$ cat src/rtl/cwd_pkg.sv
package cwd_pkg;

  typedef enum logic [1:0] {
    SP_COMMON = 2'b00,
    SP_RSVD   = 2'b01,
    SP_ATTR   = 2'b10,
    SP_IO     = 2'b11
  } space_e;

  typedef struct packed {
    logic [4:0] size_code;
    logic       wide;
    space_e     space;
    logic       slot;
    logic       wprot;
    logic       valid;
  } win_opt_t;

  typedef struct packed {
    logic       ok;
    logic [4:0] lg;
  } size_dec_t;

  // Gray-like size code to log2(bytes); unlisted codes are invalid
  function automatic size_dec_t decode_size(input logic [4:0] code);
    size_dec_t d;
    d.ok = 1'b1;
    d.lg = 5'd0;
    case (code)
      5'd0:  d.lg = 5'd0;
      5'd1:  d.lg = 5'd1;
      5'd2:  d.lg = 5'd3;
      5'd3:  d.lg = 5'd2;
      5'd4:  d.lg = 5'd7;
      5'd5:  d.lg = 5'd6;
      5'd6:  d.lg = 5'd4;
      5'd7:  d.lg = 5'd5;
      5'd8:  d.lg = 5'd15;
      5'd9:  d.lg = 5'd14;
      5'd10: d.lg = 5'd12;
      5'd11: d.lg = 5'd13;
      5'd12: d.lg = 5'd8;
      5'd13: d.lg = 5'd9;
      5'd14: d.lg = 5'd11;
      5'd15: d.lg = 5'd10;
      5'd20: d.lg = 5'd24;
      5'd21: d.lg = 5'd25;
      5'd23: d.lg = 5'd26;
      5'd24: d.lg = 5'd16;
      5'd25: d.lg = 5'd17;
      5'd26: d.lg = 5'd19;
      5'd27: d.lg = 5'd18;
      5'd28: d.lg = 5'd23;
      5'd29: d.lg = 5'd22;
      5'd30: d.lg = 5'd20;
      5'd31: d.lg = 5'd21;
      default: d.ok = 1'b0;
    endcase
    return d;
  endfunction

endpackage

$ cat src/rtl/cwd_regfile.sv
module cwd_regfile
  import cwd_pkg::*;
#(
  parameter int NWIN   = 8,
  parameter int ADDR_W = 32,
  localparam int IDX_W = $clog2(NWIN)
) (
  input  logic                clk,
  input  logic                rst,
  input  logic                we,
  input  logic [IDX_W:0]      addr,
  input  logic [ADDR_W-1:0]   wdata,
  output logic [ADDR_W-1:0]   rdata,
  output logic [ADDR_W-1:0]   base_q [NWIN],
  output win_opt_t            opt_q  [NWIN]
);

  localparam int PAD_W = ADDR_W - 12;

  logic [IDX_W-1:0] idx;
  logic             sel_opt;
  logic             unused_wdata;

  assign idx     = addr[IDX_W:1];
  assign sel_opt = addr[0];
  assign unused_wdata = ^{wdata[ADDR_W-6:7], wdata[5]};

  function automatic logic [ADDR_W-1:0] pack_opt(input win_opt_t o);
    return {o.size_code, {PAD_W{1'b0}}, o.wide, 1'b0, o.space,
            o.slot, o.wprot, o.valid};
  endfunction

  always_ff @(posedge clk) begin
    if (rst) begin
      rdata <= '0;
      for (int i = 0; i < NWIN; i++) begin
        base_q[i] <= '0;
        opt_q[i]  <= '0;
      end
    end else begin
      if (we) begin
        if (sel_opt) begin
          opt_q[idx].valid     <= wdata[0];
          opt_q[idx].wprot     <= wdata[1];
          opt_q[idx].slot      <= wdata[2];
          opt_q[idx].space     <= space_e'(wdata[4:3]);
          opt_q[idx].wide      <= wdata[6];
          opt_q[idx].size_code <= wdata[ADDR_W-1 -: 5];
        end else begin
          base_q[idx] <= wdata;
        end
      end
      rdata <= sel_opt ? pack_opt(opt_q[idx]) : base_q[idx];
    end
  end

endmodule

$ cat src/rtl/cwd_win_match.sv
module cwd_win_match
  import cwd_pkg::*;
#(
  parameter int ADDR_W    = 32,
  parameter int PAGE_BITS = 12,
  parameter int IO_MAX_LG = 16
) (
  input  logic [ADDR_W-1:0] base,
  input  logic              valid,
  input  logic              is_io,
  input  logic [4:0]        size_code,
  input  logic [ADDR_W-1:0] addr,
  output logic              hit,
  output logic [ADDR_W-1:0] offset
);

  size_dec_t         dec;
  logic [ADDR_W-1:0] eff_base;
  logic              io_too_big;

  always_comb begin
    dec        = decode_size(size_code);
    eff_base   = is_io ? base : {base[ADDR_W-1:PAGE_BITS], {PAGE_BITS{1'b0}}};
    offset     = addr - eff_base;
    io_too_big = is_io && (dec.lg > 5'(IO_MAX_LG));
    hit        = valid && dec.ok && !io_too_big && ((offset >> dec.lg) == '0);
  end

endmodule

$ cat src/rtl/cwd_prio.sv
module cwd_prio #(
  parameter int NWIN = 8,
  localparam int IDX_W = $clog2(NWIN)
) (
  input  logic [NWIN-1:0]  req,
  output logic             any,
  output logic [IDX_W-1:0] idx
);

  always_comb begin
    any = 1'b0;
    idx = '0;
    for (int i = NWIN - 1; i >= 0; i--) begin
      if (req[i]) begin
        any = 1'b1;
        idx = IDX_W'(i);
      end
    end
  end

endmodule

$ cat src/rtl/cwd_window_decoder.sv
module cwd_window_decoder
  import cwd_pkg::*;
#(
  parameter int NWIN   = 8,
  parameter int ADDR_W = 32,
  localparam int IDX_W = $clog2(NWIN)
) (
  input  logic              clk,
  input  logic              rst,
  input  logic              cfg_we,
  input  logic [IDX_W:0]    cfg_addr,
  input  logic [ADDR_W-1:0] cfg_wdata,
  output logic [ADDR_W-1:0] cfg_rdata,
  input  logic              acc_valid,
  input  logic              acc_write,
  input  logic [ADDR_W-1:0] acc_addr,
  output logic              out_hit,
  output logic              out_miss,
  output logic              out_prot_err,
  output logic [IDX_W-1:0]  out_win,
  output logic              out_slot,
  output logic [1:0]        out_space,
  output logic              out_wide,
  output logic [ADDR_W-1:0] out_offset
);

  logic [ADDR_W-1:0] base_q [NWIN];
  win_opt_t          opt_q  [NWIN];
  logic [NWIN-1:0]   hit_vec;
  logic [ADDR_W-1:0] offs   [NWIN];
  logic              any_hit;
  logic [IDX_W-1:0]  win_idx;
  logic              blocked;

  cwd_regfile #(.NWIN(NWIN), .ADDR_W(ADDR_W)) u_regs (
    .clk    (clk),
    .rst    (rst),
    .we     (cfg_we),
    .addr   (cfg_addr),
    .wdata  (cfg_wdata),
    .rdata  (cfg_rdata),
    .base_q (base_q),
    .opt_q  (opt_q)
  );

  for (genvar g = 0; g < NWIN; g++) begin : g_win
    cwd_win_match #(.ADDR_W(ADDR_W)) u_match (
      .base      (base_q[g]),
      .valid     (opt_q[g].valid),
      .is_io     (opt_q[g].space == SP_IO),
      .size_code (opt_q[g].size_code),
      .addr      (acc_addr),
      .hit       (hit_vec[g]),
      .offset    (offs[g])
    );
  end

  cwd_prio #(.NWIN(NWIN)) u_prio (
    .req (hit_vec),
    .any (any_hit),
    .idx (win_idx)
  );

  assign blocked = acc_write && opt_q[win_idx].wprot;

  always_ff @(posedge clk) begin
    if (rst) begin
      out_hit      <= 1'b0;
      out_miss     <= 1'b0;
      out_prot_err <= 1'b0;
      out_win      <= '0;
      out_slot     <= 1'b0;
      out_space    <= 2'b00;
      out_wide     <= 1'b0;
      out_offset   <= '0;
    end else begin
      out_hit      <= acc_valid && any_hit && !blocked;
      out_prot_err <= acc_valid && any_hit && blocked;
      out_miss     <= acc_valid && !any_hit;
      if (acc_valid && any_hit) begin
        out_win    <= win_idx;
        out_slot   <= opt_q[win_idx].slot;
        out_space  <= opt_q[win_idx].space;
        out_wide   <= opt_q[win_idx].wide;
        out_offset <= offs[win_idx];
      end
    end
  end

endmodule

$ cat config.mk
export PLATFORM = sky130hd
export DESIGN_NAME = cwd_window_decoder
export DESIGN_NICKNAME = d
export VERILOG_FILES = /design/src/rtl/cwd_pkg.sv /design/src/rtl/cwd_regfile.sv /design/src/rtl/cwd_win_match.sv /design/src/rtl/cwd_prio.sv /design/src/rtl/cwd_window_decoder.sv
export SDC_FILE = /design/constraint.sdc
export NUM_CORES = 2
export LEC_CHECK = 0
export BUFFER_PORTS_ARGS = -buffer_cell sky130_fd_sc_hd__clkbuf_2
export CORE_MARGIN = 2
export CORE_UTILIZATION = 59
export CTS_CLUSTER_DIAMETER = 80
export DETAILED_ROUTE_END_ITERATION = 12
export PLACE_DENSITY = 0.79
export SLEW_MARGIN = 20
export SYNTH_ARGS = -nofsm -noshare
export SYNTH_HDL_FRONTEND = slang
export SYNTH_HIERARCHICAL = 1
export SYNTH_SLANG_ARGS = --single-unit
$ cat constraint.sdc
create_clock -name clk -period 6.3 [get_ports clk]
set_input_delay 1.26 -clock clk [delete_from_list [all_inputs] [get_ports clk]]
set_output_delay 1.26 -clock clk [all_outputs]
set_load 0.02 [all_outputs]
==> out/results.txt, run 1 <==
Status = stopped before the end
Stop stage = 5_1_grt
Stop err = [ERROR GRT-0232] Routing congestion too high. Check the congestion heatmap in the GUI.
Syn. warnings = 6
Syn Std Cell Area = 0.0476 sq mm
CTS H-tree depth = 2
Asr flop ratio synth = 0%
Post-synthesis sequential area ratio = 17.6%
CTS Buf Count = 47
Root Buffer = clkbuf_16
#FFs+latches synth = 418
Leading area contributor after synthesis = dfxtp_1
Port Buffers = 146
Row count = 104
Area share of the largest cell type after synthesis = 17.6%
Number of library cell types mapped by synthesis = 127
Prevailing post-synth register cell = dfxtp_1
Largest net degree at the start of global routing = 227
Number of synthesized flops with an enable pin = 0
Cells after synthesis = 6855
Syn nets = 7186
Total grt overflow = 6
Initial Util = 59.3%
CTS max path bufs = 3
Worst endpoint type = register input
Top post-synthesis cells by count = nand2_1, a21oi_1, nor2_1
Gr usage total = 69.0%
Die H = 288 um
CTS Sinks = 418
RePlAce Congestion = 1.25
Cell with the most instances after synthesis = nand2_1
Die Wd = 288 um
Hold-fix buffers at CTS = 0
I/O pins = 147
Top cells by area, synth = dfxtp_1, nand2_1, a21oi_1
Avg Inst Size Synth = 6.94 sq um
Dpl hpwl = 218000 um
End pin of the worst setup path after global-route repair = out_offset[2]$_SDFFE_PP0P_/D
## cell families after synthesis
| logic type | after synthesis | synth area share (%) |
|---|---|---|
| buffers and inverters | 827 | 7.97 |
| flip-flops | 418 | 17.6 |
| AND/OR/NAND/NOR | 2546 | 24.4 |
| multiplexers | 247 | 5.39 |
| XOR/XNOR | 190 | 3.67 |
| AO/OA/AOI/OAI | 2369 | 34.1 |
| adder cells (fa/ha/maj) | 258 | 6.91 |
## per-layer routing
metal	overflow	track usage [%]
met1	0	70.1
met2	4	88.3
met3	0	50.5
met4	2	65.4
met5	0	22.7
## per-stage QoR
stage / setup WS (ps) / hold WS, ps / cell area (sq um) / setup TNS, ps / cells
after global placement: -1070 / 446 / 59700 / -38170 / 9129
after CTS: 7.79 / 463 / 61500 / 0 / 9222
after floorplan: 354 / 443 / 47600 / 0 / 6855
after detailed placement: -1130 / 454 / 59700 / -41120 / 9129
## repair_timing
action / in CTS
buffers inserted: 4
pin swaps: 9
resized for setup: 27
setup endpoints to repair: 39
gates cloned: 1
==> inputs of run 2 (changes only) <==
--- a/config.mk
+++ b/config.mk
@@ -7,10 +7,9 @@
 export LEC_CHECK = 0
 export BUFFER_PORTS_ARGS = -buffer_cell sky130_fd_sc_hd__clkbuf_2
 export CORE_MARGIN = 2
-export CORE_UTILIZATION = 59
-export CTS_CLUSTER_DIAMETER = 80
+export CORE_UTILIZATION = 40
 export DETAILED_ROUTE_END_ITERATION = 12
-export PLACE_DENSITY = 0.79
+export PLACE_DENSITY_LB_ADDON = 0.15
 export SLEW_MARGIN = 20
 export SYNTH_ARGS = -nofsm -noshare
 export SYNTH_HDL_FRONTEND = slang
==> constraint.sdc (replaced) <==
create_clock -name clk -period 8.19 [get_ports clk]
set_input_delay 1.638 -clock clk [delete_from_list [all_inputs] [get_ports clk]]
set_output_delay 1.638 -clock clk [all_outputs]
set_load 0.02 [all_outputs]
==> out/results.txt, run 2 <==
Status = completed
Post-route cell area = 0.0528 sq mm
Most common cell after layout, fill and taps aside = nand2_1
CP required = 8720 ps
Syn Std Cell Area = 0.0476 sq mm
Number of synthesized flops with an enable pin = 0
Vias in the first global route = 52500
Number of library cell types mapped by synthesis = 127
Power Density = 142 mW/mm^2
Worst-margin pin slew = 1280 ps
Logic pwr share = 38.7%
Rel. slew slack = 14.7%
Final #Nets = 7278
Arrival time worst endpoint = 8240 ps
Initial antenna violation count = 38
Hold-fix buffers at CTS = 0
DRT Pass-1 Iters = 6
Post-route antenna net violation count = 0
CTS H-tree depth = 2
Number of hold violations in the final report = 0
Clock power share = 33.3%
I/O pins = 147
#FFs+latches synth = 418
CP endpoint kind = flop
Post-synthesis sequential area ratio = 17.6%
Biggest register = u_regs/base_q
Sequential share of power = 28.0%
Post-CTS setup buffers = 0
Gr usage total = 45.7%
Post-layout min period = 7710 ps
Die area = 0.122 sq mm
Area of the multi-input gates = 0.0355 sq mm
Setup_tns = 0 ps
TritonCTS clock tree = built
Setup violators final = 0
Top Registers = u_regs/base_q x256, u_regs/opt_q x88
Largest net degree at the start of global routing = 178
Die H = 349 um
Psw = 3150 uW
Most frequent cells in the layout = nand2_1, a21oi_1, nor2_1
Top cells by area, synth = dfxtp_1, nand2_1, a21oi_1
CTS max path bufs = 3
Setup Skew = 65.6 ps
Total grt overflow = 0
Max Slew Vio Count = 0
Initial Util = 40.3%
Internal power = 4350 uW
Asr flop ratio synth = 0%
CP max FO = 25
F_max = 130 MHz
Max-cap check violation count = 0
# fillers = 12300
CTS Buf Count = 50
Clock transition at the registers of the reported paths = 70 ps
RSZ-0062 raised after global routing = no
Cts repair resizes = 0
Top post-synthesis cells by count = nand2_1, a21oi_1, nor2_1
Leading area contributor after synthesis = dfxtp_1
Routed WL = 290000 um
Cell with the most instances after synthesis = nand2_1
Clock latency on the worst-skew pair = 670 ps
Area post-placement = 0.0510 sq mm
Startpoint types = primary input
Syn nets = 7186
Wirelength per Cell = 34.0 um
Avg Inst Size Synth = 6.94 sq um
Sequential cell area = 0.00837 sq mm
Share of cells above drive strength 1 = 13.9%
Core Footprint = 0.118 sq mm
Area share of the largest cell type after synthesis = 17.6%
Max reg flops = 256
First-pass GRT wire length = 400000 um
Syn. warnings = 6
Hold Crit Class = reg2reg
Dpl hpwl = 231000 um
Sw Share = 42.0%
CTS Sinks = 418
Prevailing post-synth register cell = dfxtp_1
Static Leak = 0.0186 uW
Vias/cell = 6.79
Synth-to-Final Area Change = 11.0%
Vias = 58000
Cells after synthesis = 6855
Die Wd = 349 um
RePlAce Congestion = 1.09
Remaining DRCs = 0
Row count = 126
Port Buffers = 146
Critical path type = in2reg
DRT iter0 DRCs = 8789
Root Buffer = clkbuf_16
Fin crit share = 94.2%
VDD IR max = 0.152 mV
==> run 2: cells by family after synthesis <==
logic type      share of synthesized area [%]
xor+xnor                                 3.67
buf+inv                                  7.97
flops                                    17.6
mux                                      5.39
simple gates                             24.4
compound gates                           34.1
fa+ha+maj                                6.91
==> run 2: routing by layer <==
| metal | GRT usage (%) | routed length (um) | vias up |
|---|---|---|---|
| met4 | 33.3 | 25400 | 36 |
| met1 | 55.3 | 108000 | 27700 |
| met2 | 67.4 | 120000 | 4008 |
| met3 | 15.2 | 36800 | 974 |
| met5 | 0 | 257 | - |
| li1 | - | - | 25200 |
==> run 2: worst paths after layout <==
check                   start              to  slack (ps)  cells past startpoint
max               acc_addr[0]  out_offset[19]         480                     27
min                out_win[1]      out_win[1]         460                      2
max reg2reg  u_regs/opt_q[47]  out_offset[19]         840                     28
min reg2reg        out_win[1]      out_win[1]         460                      2
==> run 2: cell type report <==
| type | count | share of cell area (%) |
|---|---|---|
| Sequential cell | 418 | 15.8 |
| Timing Repair Buffer | 553 | 7.57 |
| Multi-Input combinational cell | 5610 | 67.3 |
| Clock buffer | 71 | 2.82 |
| Inverter | 314 | 2.23 |
| Clock inverter | 23 | 0.561 |
| Tap cell | 1536 | 3.64 |
| Antenna cell | 13 | 0.0616 |
==> run 2: power groups by stage <==
stage	clock network (uW)	registers (uW)	logic, uW
5_1_grt	2570	2100	2960
2_1_floorplan	0	2120	1500
3_5_place_dp	0	2140	2730
4_1_cts	2500	2090	2740
6_report	2500	2100	2900
3_3_place_gp	0	2140	2740
==> run 2: critical path: stages <==
cell and delay, ps:
clkbuf_2 160, buf_4 170, inv_1 130, ha_1 250, inv_1 80, fa_1 520, a211oi_1 410, o211ai_1 190
a21oi_1 350, o41ai_2 200, a21oi_1 210, xor2_1 360, inv_1 220, o22ai_1 220, o221ai_1 210, a2111oi_2 540
a2bb2oi_1 160, a211oi_1 260, buf_4 190, o21ai_0 160, a211oi_4 420, buf_12 280, buf_12 160, mux2i_1 340
a22oi_1 150, a21oi_1 200, nor3_2 50
==> run 2: per-stage QoR <==
step / hold slack (ps) / setup slack (ps) / std cells / utilization (%) / total power, uW
global placement: 444 / 9.49 / 8431 / 43.2 / 4880
detailed placement: 453 / -35.9 / 8431 / 43.2 / 4870
floorplan: 443 / 1870 / 6855 / - / 3630
global route: 486 / 180 / 8525 / 44.7 / 7630
CTS: 463 / 641 / 8525 / 44.7 / 7330
finish: 463 / 477 / 8538 / 44.7 / 7500
Power figures use the tool's default switching activity.
